--- src/rtl/io_xlate_pkg.sv ---
package io_xlate_pkg;

    typedef enum logic [1:0] {
        SZ_BYTE = 2'd0,
        SZ_HALF = 2'd1,
        SZ_WORD = 2'd2,
        SZ_WIDE = 2'd3
    } xfer_size_e;

    typedef enum logic [1:0] {
        ST_IDLE  = 2'd0,
        ST_ISSUE = 2'd1,
        ST_RDW   = 2'd2
    } xlate_state_e;

endpackage

--- src/rtl/io_addr_map.sv ---
module io_addr_map #(
    parameter int          ADDR_W    = 32,
    parameter logic [31:0] WIN_BASE  = 32'h8000_0000,
    parameter int          WIN_BITS  = 23,
    parameter int          IO_W      = 16,
    parameter int          PORT_BITS = 5,
    parameter int          PAGE_LSB  = 12
) (
    input  logic [ADDR_W-1:0] addr,
    input  logic              sparse,
    output logic              in_win,
    output logic [IO_W-1:0]   io_addr
);
    localparam int PAGE_W = WIN_BITS - PAGE_LSB;

    logic [WIN_BITS-1:0] offset;
    logic [IO_W-1:0]     contig_addr;
    logic [IO_W-1:0]     sparse_addr;

    always_comb begin
        in_win      = (addr[ADDR_W-1:WIN_BITS] == WIN_BASE[ADDR_W-1:WIN_BITS]);
        offset      = addr[WIN_BITS-1:0];
        contig_addr = offset[IO_W-1:0];
        sparse_addr = IO_W'({offset[WIN_BITS-1 -: PAGE_W], offset[PORT_BITS-1:0]});
        io_addr     = sparse ? sparse_addr : contig_addr;
    end
endmodule

--- src/rtl/io_lane_swap.sv ---
module io_lane_swap
    import io_xlate_pkg::*;
#(
    parameter int DATA_W = 32
) (
    input  logic [DATA_W-1:0] din,
    input  xfer_size_e        size,
    output logic [DATA_W-1:0] dout
);
    localparam int NB = DATA_W / 8;

    logic [DATA_W-1:0] rev;

    for (genvar i = 0; i < NB; i++) begin : g_lane
        assign rev[i*8 +: 8] = din[(NB-1-i)*8 +: 8];
    end

    always_comb begin
        unique case (size)
            SZ_BYTE: dout = din;
            SZ_HALF: dout = {{(DATA_W-16){1'b0}}, din[7:0], din[15:8]};
            default: dout = rev;
        endcase
    end
endmodule

--- src/rtl/io_window_xlate.sv ---
module io_window_xlate
    import io_xlate_pkg::*;
#(
    parameter int          ADDR_W    = 32,
    parameter int          DATA_W    = 32,
    parameter int          IO_W      = 16,
    parameter logic [31:0] WIN_BASE  = 32'h8000_0000,
    parameter int          WIN_BITS  = 23,
    parameter int          PORT_BITS = 5,
    parameter int          PAGE_LSB  = 12
) (
    input  logic              clk,
    input  logic              rst_n,
    input  logic              sparse_mode,
    input  logic              cpu_req_valid,
    output logic              cpu_req_ready,
    input  logic [ADDR_W-1:0] cpu_addr,
    input  logic [1:0]        cpu_size,
    input  logic              cpu_we,
    input  logic [DATA_W-1:0] cpu_wdata,
    output logic              cpu_rsp_valid,
    output logic [DATA_W-1:0] cpu_rdata,
    output logic              io_req_valid,
    input  logic              io_req_ready,
    output logic [IO_W-1:0]   io_addr,
    output logic              io_we,
    output logic [1:0]        io_size,
    output logic [DATA_W-1:0] io_wdata,
    input  logic              io_rsp_valid,
    input  logic [DATA_W-1:0] io_rdata
);
    typedef struct packed {
        xlate_state_e      st;
        logic [IO_W-1:0]   addr;
        logic [DATA_W-1:0] wdata;
        logic              we;
        xfer_size_e        size;
        logic              rsp_v;
        logic [DATA_W-1:0] rdata;
    } regs_t;

    regs_t q_q, q_d;

    logic              in_win;
    logic [IO_W-1:0]   map_addr;
    logic [DATA_W-1:0] wr_swapped;
    logic [DATA_W-1:0] rd_swapped;

    io_addr_map #(
        .ADDR_W(ADDR_W), .WIN_BASE(WIN_BASE), .WIN_BITS(WIN_BITS),
        .IO_W(IO_W), .PORT_BITS(PORT_BITS), .PAGE_LSB(PAGE_LSB)
    ) i_map (
        .addr(cpu_addr), .sparse(sparse_mode), .in_win(in_win), .io_addr(map_addr)
    );

    io_lane_swap #(.DATA_W(DATA_W)) i_wswap (
        .din(cpu_wdata), .size(xfer_size_e'(cpu_size)), .dout(wr_swapped)
    );

    io_lane_swap #(.DATA_W(DATA_W)) i_rswap (
        .din(io_rdata), .size(q_q.size), .dout(rd_swapped)
    );

    always_comb begin
        q_d           = q_q;
        q_d.rsp_v     = 1'b0;
        cpu_req_ready = 1'b0;
        unique case (q_q.st)
            ST_IDLE: begin
                if (cpu_req_valid && in_win) begin
                    cpu_req_ready = 1'b1;
                    q_d.st        = ST_ISSUE;
                    q_d.addr      = map_addr;
                    q_d.wdata     = wr_swapped;
                    q_d.we        = cpu_we;
                    q_d.size      = xfer_size_e'(cpu_size);
                end
            end
            ST_ISSUE: begin
                if (io_req_ready) begin
                    q_d.st = q_q.we ? ST_IDLE : ST_RDW;
                end
            end
            ST_RDW: begin
                if (io_rsp_valid) begin
                    q_d.rsp_v = 1'b1;
                    q_d.rdata = rd_swapped;
                    q_d.st    = ST_IDLE;
                end
            end
            default: q_d.st = ST_IDLE;
        endcase
    end

    always_ff @(posedge clk or negedge rst_n) begin
        if (!rst_n) begin
            q_q <= '0;
        end else begin
            q_q <= q_d;
        end
    end

    assign io_req_valid  = (q_q.st == ST_ISSUE);
    assign io_addr       = q_q.addr;
    assign io_we         = q_q.we;
    assign io_size       = q_q.size;
    assign io_wdata      = q_q.wdata;
    assign cpu_rsp_valid = q_q.rsp_v;
    assign cpu_rdata     = q_q.rdata;
endmodule

--- config.mk ---
export PLATFORM = sky130hd
export DESIGN_NAME = io_window_xlate
export DESIGN_NICKNAME = d
export VERILOG_FILES = /design/src/rtl/io_xlate_pkg.sv /design/src/rtl/io_addr_map.sv /design/src/rtl/io_lane_swap.sv /design/src/rtl/io_window_xlate.sv
export SDC_FILE = /design/constraint.sdc
export NUM_CORES = 1
export LEC_CHECK = 0
export BUFFER_PORTS_ARGS = -buffer_cell sky130_fd_sc_hd__buf_2
export CAP_MARGIN = 15
export CORE_MARGIN = 2
export CORE_UTILIZATION = 45
export DETAILED_ROUTE_END_ITERATION = 8
export PLACE_DENSITY = 0.74
export SETUP_SLACK_MARGIN = 0.05
export SLEW_MARGIN = 5
export SYNTH_ARGS = -nofsm -noshare
export SYNTH_HDL_FRONTEND = slang
export SYNTH_SLANG_ARGS = --single-unit
--- constraint.sdc ---
create_clock -name clk -period 4.6 [get_ports clk]
set_clock_uncertainty 0.15 [all_clocks]
set_input_delay 1.38 -clock clk [delete_from_list [all_inputs] [get_ports clk]]
set_output_delay 1.38 -clock clk [all_outputs]
set_load 0.02 [all_outputs]
==> flow_metrics.py, run 1 <==
metrics = {
    "sta": {
        "slew_viol_final": 0,
        "fin_crit_sh": 0.836,
        "period_needed_ps": 3850,
        "relSlewSlack": 0.391,
        "setup_viol": 0,
        "fmax_ghz": 0.260,
        "hold_violations": 0,
        "worst_pin_slew_ps": 913,
        "rsz0062_at_grt": "no",
        "setup_ws_ps": 753,
        "fin_tns_setup_ps": 0,
    },
    "routing": {
        "drtAntennaViolNets": 0,
        "vias_per_cell": 5.17,
        "drc_errors": 0,
        "vias": 3714,
        "firstDrtPassIters": 4,
        "wl_mm": 10.9,
        "drtIter0Drc": 230,
        "wl_per_cell_um": 15.1,
    },
    "layout": {
        "drive_gt1_frac": 0.396,
        "nets": 679,
        "nFillCells": 993,
        "n_antenna_cell": 0,
        "area_delta_synth_final_pct": 12.9,
    },
    "setup_path": {
        "startpoint": "cpu_addr[23]",
        "cp-start-kind": "primary input",
        "cp.arrival_ps": 2320,
        "crit_path_end_kind": "primary output",
        "max_stage_delay_ps": 260,
        "path_max_fanout": 12,
        "critPathMostFrequentCell": "buf_2",
        "crit_family": "buffers and inverters",
        "rr_startpoint": "q_q[84]$_DFFE_PN0P_",
        "rr_worst_depth": 5,
        "critical_path_required_ps": 3070,
        "cp.depth": 5,
        "path_buf_inv": 3,
        "cpMaxStageDelayCell": "nor4b_2",
        "path_class": "in2out",
        "crit_chain": "buf_2 > nor4b_2 > buf_4 > and3_2 > buf_2",
    },
    "global_route": {
        "grt_use_met3": 0.0528,
        "grt.overflow.total": 0,
        "gr-usage-met2": 0.305,
        "grt_pass1_wl_mm": 17.0,
        "grt_start_max_net_pins": 87,
        "grt_usage": 0.185,
        "antenna_found_initial": 0,
        "grt_pass1_vias": 3590,
        "busiest_layer": "met2",
        "grtUsageMet1": 0.225,
    },
    "placement": {
        "dpl.hpwl_mm": 7.99,
        "port-buffer-count": 190,
        "dp_slack_ps": 758,
        "gp_congestion": 0.805,
    },
    "pwr": {
        "p_sw_frac": 0.265,
        "power.share.clock": 0.366,
        "comb_power_share": 0.142,
        "seqPwrFrac": 0.491,
        "max-vdd-ir-drop_v": 0.000177,
        "p_sw_mw": 0.427,
        "p_int_mw": 1.19,
        "power.density_nw_per_um2": 286,
        "leakagePower_nw": 3.11,
    },
    "logic_synthesis": {
        "yosys.area.top_type": "dfrtp_1",
        "postSynthAreaPerCell_um2": 10.4,
        "yosysSeqAreaShare": 0.431,
        "syn_area_um2": 4990,
        "synth-seq-cells": 86,
        "synth_cell_type_count": 26,
        "synth.area.top_cells": "dfrtp_1, buf_4, mux2_1",
        "yosys_warnings": 0,
        "synth_nets": 584,
        "syn_inst": 479,
        "synth_top_area_frac": 0.431,
    },
    "clocking": {
        "cts.sinks": 86,
        "insertion_delay_ps": 370,
        "cts_setup_buffers": 0,
        "clock_path_buffers": 2,
        "cts_tree": "done",
        "hold_buffers": 0,
        "cts_buffers": 9,
        "clk_pin_slew_ps": 80,
        "cts_resized": 0,
        "cts_root_buffer": "clkbuf_8",
        "htree_levels": 3,
    },
    "floorplanning": {
        "die_h_um": 109,
        "die_w_um": 109,
        "num_rows": 38,
        "ios": 191,
        "core_um2": 10800,
        "die-area_um2": 11900,
        "floorplan.initialDensity": 0.460,
    },
    "outcome": {
        "outcome": "finished clean",
    },
    "hold_path": {
        "holdCritStartpoint": "io_wdata[10]$_DFFE_PN0P_",
        "hold_path.class": "reg2reg",
        "min_path_cells": 1,
    },
    "job": {
        "drv_cap": 0,
    },
}
==> synthesized netlist by cell type <==
| library cell | n |
|---|---|
| a21o_1 | 1 |
| a21oi_1 | 27 |
| a22o_1 | 16 |
| a31o_2 | 1 |
| a31oi_1 | 11 |
| and3_1 | 1 |
| buf_1 | 3 |
| buf_2 | 7 |
| buf_4 | 83 |
| buf_6 | 5 |
| clkbuf_1 | 17 |
| dfrtp_1 | 86 |
| inv_1 | 2 |
| inv_2 | 1 |
| mux2_1 | 49 |
| mux2_2 | 7 |
| mux2i_1 | 43 |
| nand2_1 | 48 |
| nand3b_1 | 1 |
| nor2_1 | 1 |
| nor2b_1 | 1 |
| nor3b_1 | 17 |
| nor4_2 | 1 |
| nor4b_2 | 2 |
| o21ai_0 | 44 |
| o21ai_1 | 4 |
==> logic make-up after synthesis <==
family | Yosys count | synth area share
flip-flops | 86 | 0.431
AO/OA/AOI/OAI | 104 | 0.120
AND/OR/NAND/NOR | 72 | 0.0750
multiplexers | 99 | 0.213
buffers and inverters | 118 | 0.161
==> layout make-up <==
cell class / count / area [um^2] / area share
multi-input cells: 275 / 2040 / 0.362
repair buffers: 199 / 1030 / 0.183
flip-flops and latches: 86 / 2150 / 0.382
clock buffers: 9 / 124 / 0.0220
well taps: 140 / 175 / 0.0311
inverters: 3 / 11.3 / 0.00200
clock inverters: 7 / 98.8 / 0.0175
==> power groups by stage <==
| stage | combinational (mW) | sequential (mW) | clock (mW) |
|---|---|---|---|
| after floorplan | 0.151 | 0.801 | 0 |
| after global placement | 0.224 | 0.806 | 0 |
| after detailed placement | 0.230 | 0.807 | 0 |
| after CTS | 0.230 | 0.792 | 0.613 |
| after global routing | 0.255 | 0.795 | 0.643 |
| final | 0.229 | 0.792 | 0.590 |
==> routing by layer <==
metal  share of wire  vias up  wire length (um)
met1            0.42     1768              4540
met5               0        -                 0
met2            0.48      141              5180
met3           0.084       16               913
met4           0.020        0               221
li1                -     1789                 -
==> flip-flops by register name (all words and copies together), names as in the netlist <==
name / cells
q_q: 2
io_we: 1
io_addr: 16
cpu_rsp_valid: 1
io_wdata: 32
cpu_rdata: 32
io_size: 2
==> through the flow <==
step                      power [mW]  cell area [um^2]  utilization  cells  hold slack, ps
after floorplan                0.952              4990            -    479             301
after global placement          1.03              5390        0.497    702             311
after detailed placement        1.04              5390        0.497    702             317
after CTS                       1.64              5610        0.518    718             338
after global routing            1.69              5630        0.520    719             348
final                           1.61              5630        0.520    719             331
==> path summary, 6_finish.rpt <==
path	to	slack, ps
worst max register to register	io_wdata[27]$_DFFE_PN0P_	2290
worst max-delay path	cpu_req_ready	750
min in group asynchronous	io_addr[1]$_DFFE_PN0P_	860
max in group asynchronous	io_addr[9]$_DFFE_PN0P_	2800
worst min-delay path	io_wdata[10]$_DFFE_PN0P_	330
worst min register to register	io_wdata[10]$_DFFE_PN0P_	330
==> worst reg2reg max path, stage by stage (launching register included) <==
cell and delay (ps):
dfrtp_1 410, nor4_2 280, buf_4 210, and3_2 190, buf_4 520, mux2_1 450
==> cells in the final DEF (no fill, tap or decap), drive strengths merged <==
cell type	instances
o21ai	48
nor2b	1
a31o	1
nand2	48
a21o	1
clkinvlp	1
dfrtp	86
a22o	16
and3	1
nor4b	2
nor3b	17
a21oi	27
buf	199
mux2	56
bufinv	2
clkinv	4
a31oi	11
nor2	1
nand3b	1
inv	3
mux2i	43
nor4	1
clkbuf	9
(Power assumes the default switching activity.)
==> inputs of run 2 (changes only) <==
Settings changed: PLACE_DENSITY 0.74 to 0.77.
Clock period 4.6 ns to 3.5 ns, I/O delays scaled along.
==> run 2 against run 1 <==
Compared with the run above:
- worst setup slack got worse by 350 ps
- first-iteration DRC count decreased by 24%
- hold slack got worse by 5.4 ps
- combinational power increased by 35%
- sequential share of layout area increased by 0.24 points
- power increased by 26%
- critical path depth decreased by 1
- cell area decreased by 0.62%
- critical endpoint unchanged
- highest routed layer unchanged
==> flow_metrics.py, run 2 (synthesis results as in run 1) <==
metrics = {
    "sta": {
        "fmax_ghz": 0.323,
        "worst_pin_slew_ps": 658,
        "fin_tns_setup_ps": 0,
        "hold_violations": 0,
        "fin_crit_sh": 0.884,
        "rsz0062_at_grt": "no",
        "setup_viol": 0,
        "slew_viol_final": 0,
        "relSlewSlack": 0.561,
        "period_needed_ps": 3090,
    },
    "global_route": {
        "grt_pass1_wl_mm": 17.3,
        "grt.overflow.total": 0,
        "antenna_found_initial": 0,
        "grt_usage": 0.187,
        "grt_start_max_net_pins": 62,
        "grt_pass1_vias": 3492,
    },
    "clocking": {
        "cts_root_buffer": "clkbuf_8",
        "clk_pin_slew_ps": 70,
        "htree_levels": 3,
        "cts_resized": 0,
        "cts_setup_buffers": 0,
        "cts_tree": "done",
        "hold_buffers": 0,
        "cts_buffers": 9,
        "cts.sinks": 86,
        "clock_path_buffers": 2,
        "insertion_delay_ps": 340,
    },
    "setup_path": {
        "r2r_slack_ps": 1270,
        "cp.arrival_ps": 1890,
        "path_class": "in2out",
        "critPathMostFrequentCell": "buf_2",
        "crit_chain": "buf_2 > nor4b_2 > and3_2 > buf_2",
        "critical_path_required_ps": 2300,
        "max_stage_delay_ps": 340,
        "rr_startpoint": "q_q[84]$_DFFE_PN0P_",
        "cp-start-kind": "primary input",
        "r2r_end": "io_addr[1]$_DFFE_PN0P_",
        "cpMaxStageDelayCell": "nor4b_2",
        "crit_path_end_kind": "primary output",
        "path_max_fanout": 2,
        "rr_worst_depth": 4,
    },
    "layout": {
        "area_delta_synth_final_pct": 12.2,
        "drive_gt1_frac": 0.391,
        "fin_area_um2": 5600,
        "nFillCells": 999,
        "multi_input_area_um2": 2040,
        "final_common_cell": "buf_2",
        "ff_latch_area_um2": 2150,
        "n_antenna_cell": 0,
        "final_cell_mix": "buf_2, dfrtp_1, mux2_1",
        "final_util": 0.516,
        "nets": 680,
    },
    "hold_path": {
        "min_to": "cpu_rdata[28]$_DFFE_PN0P_",
        "min_path_cells": 2,
        "hold_path.class": "reg2reg",
        "holdCritStartpoint": "cpu_rdata[28]$_DFFE_PN0P_",
    },
    "placement": {
        "dpl.hpwl_mm": 8.49,
        "gp_congestion": 0.884,
        "place_area_um2": 5420,
        "port-buffer-count": 190,
    },
    "routing": {
        "drc_errors": 0,
        "drtIter0Drc": 175,
        "firstDrtPassIters": 5,
        "wl_mm": 11.3,
        "vias": 3700,
        "wl_per_cell_um": 15.8,
        "vias_per_cell": 5.15,
        "drtAntennaViolNets": 0,
    },
    "floorplanning": {
        "die_h_um": 109,
        "die_w_um": 109,
        "die-area_um2": 11900,
        "core_um2": 10800,
        "ios": 191,
        "num_rows": 38,
        "floorplan.initialDensity": 0.460,
    },
    "pwr": {
        "leakagePower_nw": 3.10,
        "power.density_nw_per_um2": 362,
        "max-vdd-ir-drop_v": 0.000164,
    },
    "outcome": {
        "outcome": "finished clean",
    },
    "job": {
        "drv_cap": 0,
    },
}
==> run 2: routing by layer <==
metal	vias up	share of wire	GRT usage
li1	1786	-	-
met3	13	0.075	0.0445
met2	135	0.49	0.312
met1	1766	0.43	0.239
met4	0	0.012	0.0633
met5	-	0	0
==> run 2: critical path: cells and delay by family <==
| kind | cells | cell delay (ps) |
|---|---|---|
| buffers and inverters | 2 | 260 |
| and+or+nand+nor | 2 | 580 |
==> run 2: how the worst max path moves through the flow <==
| stage | endpoint | slack (ps) | startpoint |
|---|---|---|---|
| finish | cpu_req_ready | 410 | cpu_addr[27] |
| global route | cpu_req_ready | 350 | cpu_addr[27] |
| CTS | cpu_req_ready | 380 | cpu_addr[27] |
| detailed placement | cpu_req_ready | 380 | cpu_addr[27] |
| global placement | cpu_req_ready | 400 | cpu_addr[23] |
| floorplan | cpu_req_ready | 320 | cpu_addr[23] |
==> run 2: through the flow <==
stage / std cells / power (mW) / hold slack (ps) / setup slack, ps
3_3_place_gp: 704 / 1.36 / 311 / 403
2_1_floorplan: 479 / 1.25 / 301 / 316
4_1_cts: 718 / 2.05 / 333 / 385
3_5_place_dp: 704 / 1.37 / 315 / 385
6_report: 718 / 2.03 / 326 / 406
5_1_grt: 718 / 2.13 / 355 / 350
==> run 2: power by group <==
part           switching, mW  internal [mW]  leakage, nW  total (mW)
Combinational          0.178          0.133         1.82       0.310
Clock                  0.338          0.342       0.0923       0.680
Sequential            0.0154           1.02         1.19        1.04
==> run 2: final cells by class <==
class	count	share of cell area
clock buffers	12	0.0259
well taps	140	0.0313
clock inverters	2	0.00626
multi-input cells	275	0.364
repair buffers	200	0.186
inverters	3	0.00201
flip-flops and latches	86	0.385
==> inputs of run 3 (changes only) <==
--- a/constraint.sdc
+++ b/constraint.sdc
@@ -3,3 +3,3 @@
 set_input_delay 1.05 -clock clk [delete_from_list [all_inputs] [get_ports clk]]
 set_output_delay 1.05 -clock clk [all_outputs]
-set_load 0.02 [all_outputs]
+set_load 0.1 [all_outputs]
==> run 3 against run 2 <==
Compared with the run above:
- sequential share of layout area fell by 0.39 points
- count of clock-buffer cells in the layout unchanged
- register-to-register slack worse by 80 ps
- critical endpoint unchanged
- highest routed layer unchanged
==> flow_metrics.py, run 3 (synthesis results as in run 1) <==
metrics = {
    "outcome": {
        "outcome": "finished clean",
    },
    "clocking": {
        "cts_resized": 0,
        "clk_pin_slew_ps": 90,
        "cts.sinks": 86,
        "cts_setup_buffers": 0,
        "clock_path_buffers": 2,
        "cts_buffers": 9,
        "cts_tree": "done",
        "htree_levels": 3,
        "cts_root_buffer": "clkbuf_8",
        "hold_buffers": 0,
        "insertion_delay_ps": 340,
    },
    "global_route": {
        "grt_usage": 0.191,
        "grt_pass1_vias": 3682,
        "grt_pass1_wl_mm": 17.8,
        "grt.overflow.total": 0,
        "grt_start_max_net_pins": 64,
        "antenna_found_initial": 0,
    },
    "layout": {
        "final_util": 0.522,
        "drive_gt1_frac": 0.394,
        "final_cells": 719,
        "ff_latch_area_um2": 2150,
        "area_delta_synth_final_pct": 13.4,
        "n_antenna_cell": 0,
        "fin_area_um2": 5660,
        "nets": 680,
        "final_common_cell": "buf_2",
        "multi_input_area_um2": 2040,
        "final_cell_mix": "buf_2, dfrtp_1, mux2_1",
        "nFillCells": 983,
    },
    "placement": {
        "dpl.hpwl_mm": 8.57,
        "place_inst": 704,
        "port-buffer-count": 190,
        "place_area_um2": 5430,
        "gp_congestion": 0.898,
    },
    "floorplanning": {
        "die_w_um": 109,
        "ios": 191,
        "core_um2": 10800,
        "num_rows": 38,
        "die_h_um": 109,
        "floorplan.initialDensity": 0.460,
        "die-area_um2": 11900,
    },
    "sta": {
        "fmax_ghz": 0.317,
        "worst_pin_slew_ps": 674,
        "slew_viol_final": 0,
        "hold-worst-slack_ps": 336,
        "fin_tns_setup_ps": 0,
        "rsz0062_at_grt": "no",
        "relSlewSlack": 0.551,
        "period_needed_ps": 3150,
        "setup_viol": 0,
        "hold_violations": 0,
        "fin_crit_sh": 0.901,
    },
    "hold_path": {
        "hold_path.class": "reg2reg",
    },
    "pwr": {
        "power.density_nw_per_um2": 409,
        "max-vdd-ir-drop_v": 0.000175,
        "leakagePower_nw": 3.12,
    },
    "setup_path": {
        "path_max_fanout": 2,
        "crit_path_end_kind": "primary output",
        "r2r_slack_ps": 1190,
        "critical_path_required_ps": 2300,
        "cp.arrival_ps": 1950,
        "cp-start-kind": "primary input",
        "path_class": "in2out",
    },
    "job": {
        "drv_cap": 0,
    },
    "routing": {
        "vias": 3748,
        "drc_errors": 0,
        "wl_mm": 11.3,
        "vias_per_cell": 5.21,
        "drtIter0Drc": 168,
        "firstDrtPassIters": 6,
        "wl_per_cell_um": 15.8,
        "drtAntennaViolNets": 0,
    },
}
[run 3: path summary, 6_finish.rpt]
| check | cells after the start | end | start |
|---|---|---|---|
| min reg2reg | 2 | cpu_rdata[23]$_DFFE_PN0P_ | cpu_rdata[23]$_DFFE_PN0P_ |
| min in group asynchronous | 1 | cpu_rdata[8]$_DFFE_PN0P_ | rst_n |
| min | 2 | cpu_rdata[23]$_DFFE_PN0P_ | cpu_rdata[23]$_DFFE_PN0P_ |
| max reg2reg | 4 | io_wdata[11]$_DFFE_PN0P_ | q_q[84]$_DFFE_PN0P_ |
| max | 4 | cpu_req_ready | cpu_addr[27] |
| max in group asynchronous | 2 | io_addr[2]$_DFFE_PN0P_ | rst_n |
[run 3: worst max-delay path, stage by stage]
cell and delay (ps):
buf_2 110, nor4b_2 350, and3_2 270, buf_12 180
[run 3: stage by stage]
step | worst slack [ps] | power, mW
2_1_floorplan | 209 | 1.43
3_3_place_gp | 357 | 1.54
3_5_place_dp | 331 | 1.55
4_1_cts | 331 | 2.33
5_1_grt | 298 | 2.41
6_report | 348 | 2.31
[run 3: report_power, final]
| group | internal, mW | switching (mW) |
|---|---|---|
| registers | 1.02 | 0.0154 |
| logic | 0.132 | 0.359 |
| clock network | 0.438 | 0.345 |
[run 3: layout make-up]
class | count | share of cell area
Tap cell | 140 | 0.0310
Sequential cell | 86 | 0.381
Multi-Input combinational cell | 275 | 0.360
Timing Repair Buffer | 200 | 0.187
Clock inverter | 3 | 0.0119
Clock buffer | 12 | 0.0274
Inverter | 3 | 0.00199
[run 3: metal layers]
layer  GRT usage  routed length (um)  vias up
li1            -                   -     1784
met1       0.238                4740     1803
met2       0.320                5450      141
met3      0.0486                 905       20
met4      0.0723                 235        0
met5           0                   0        -
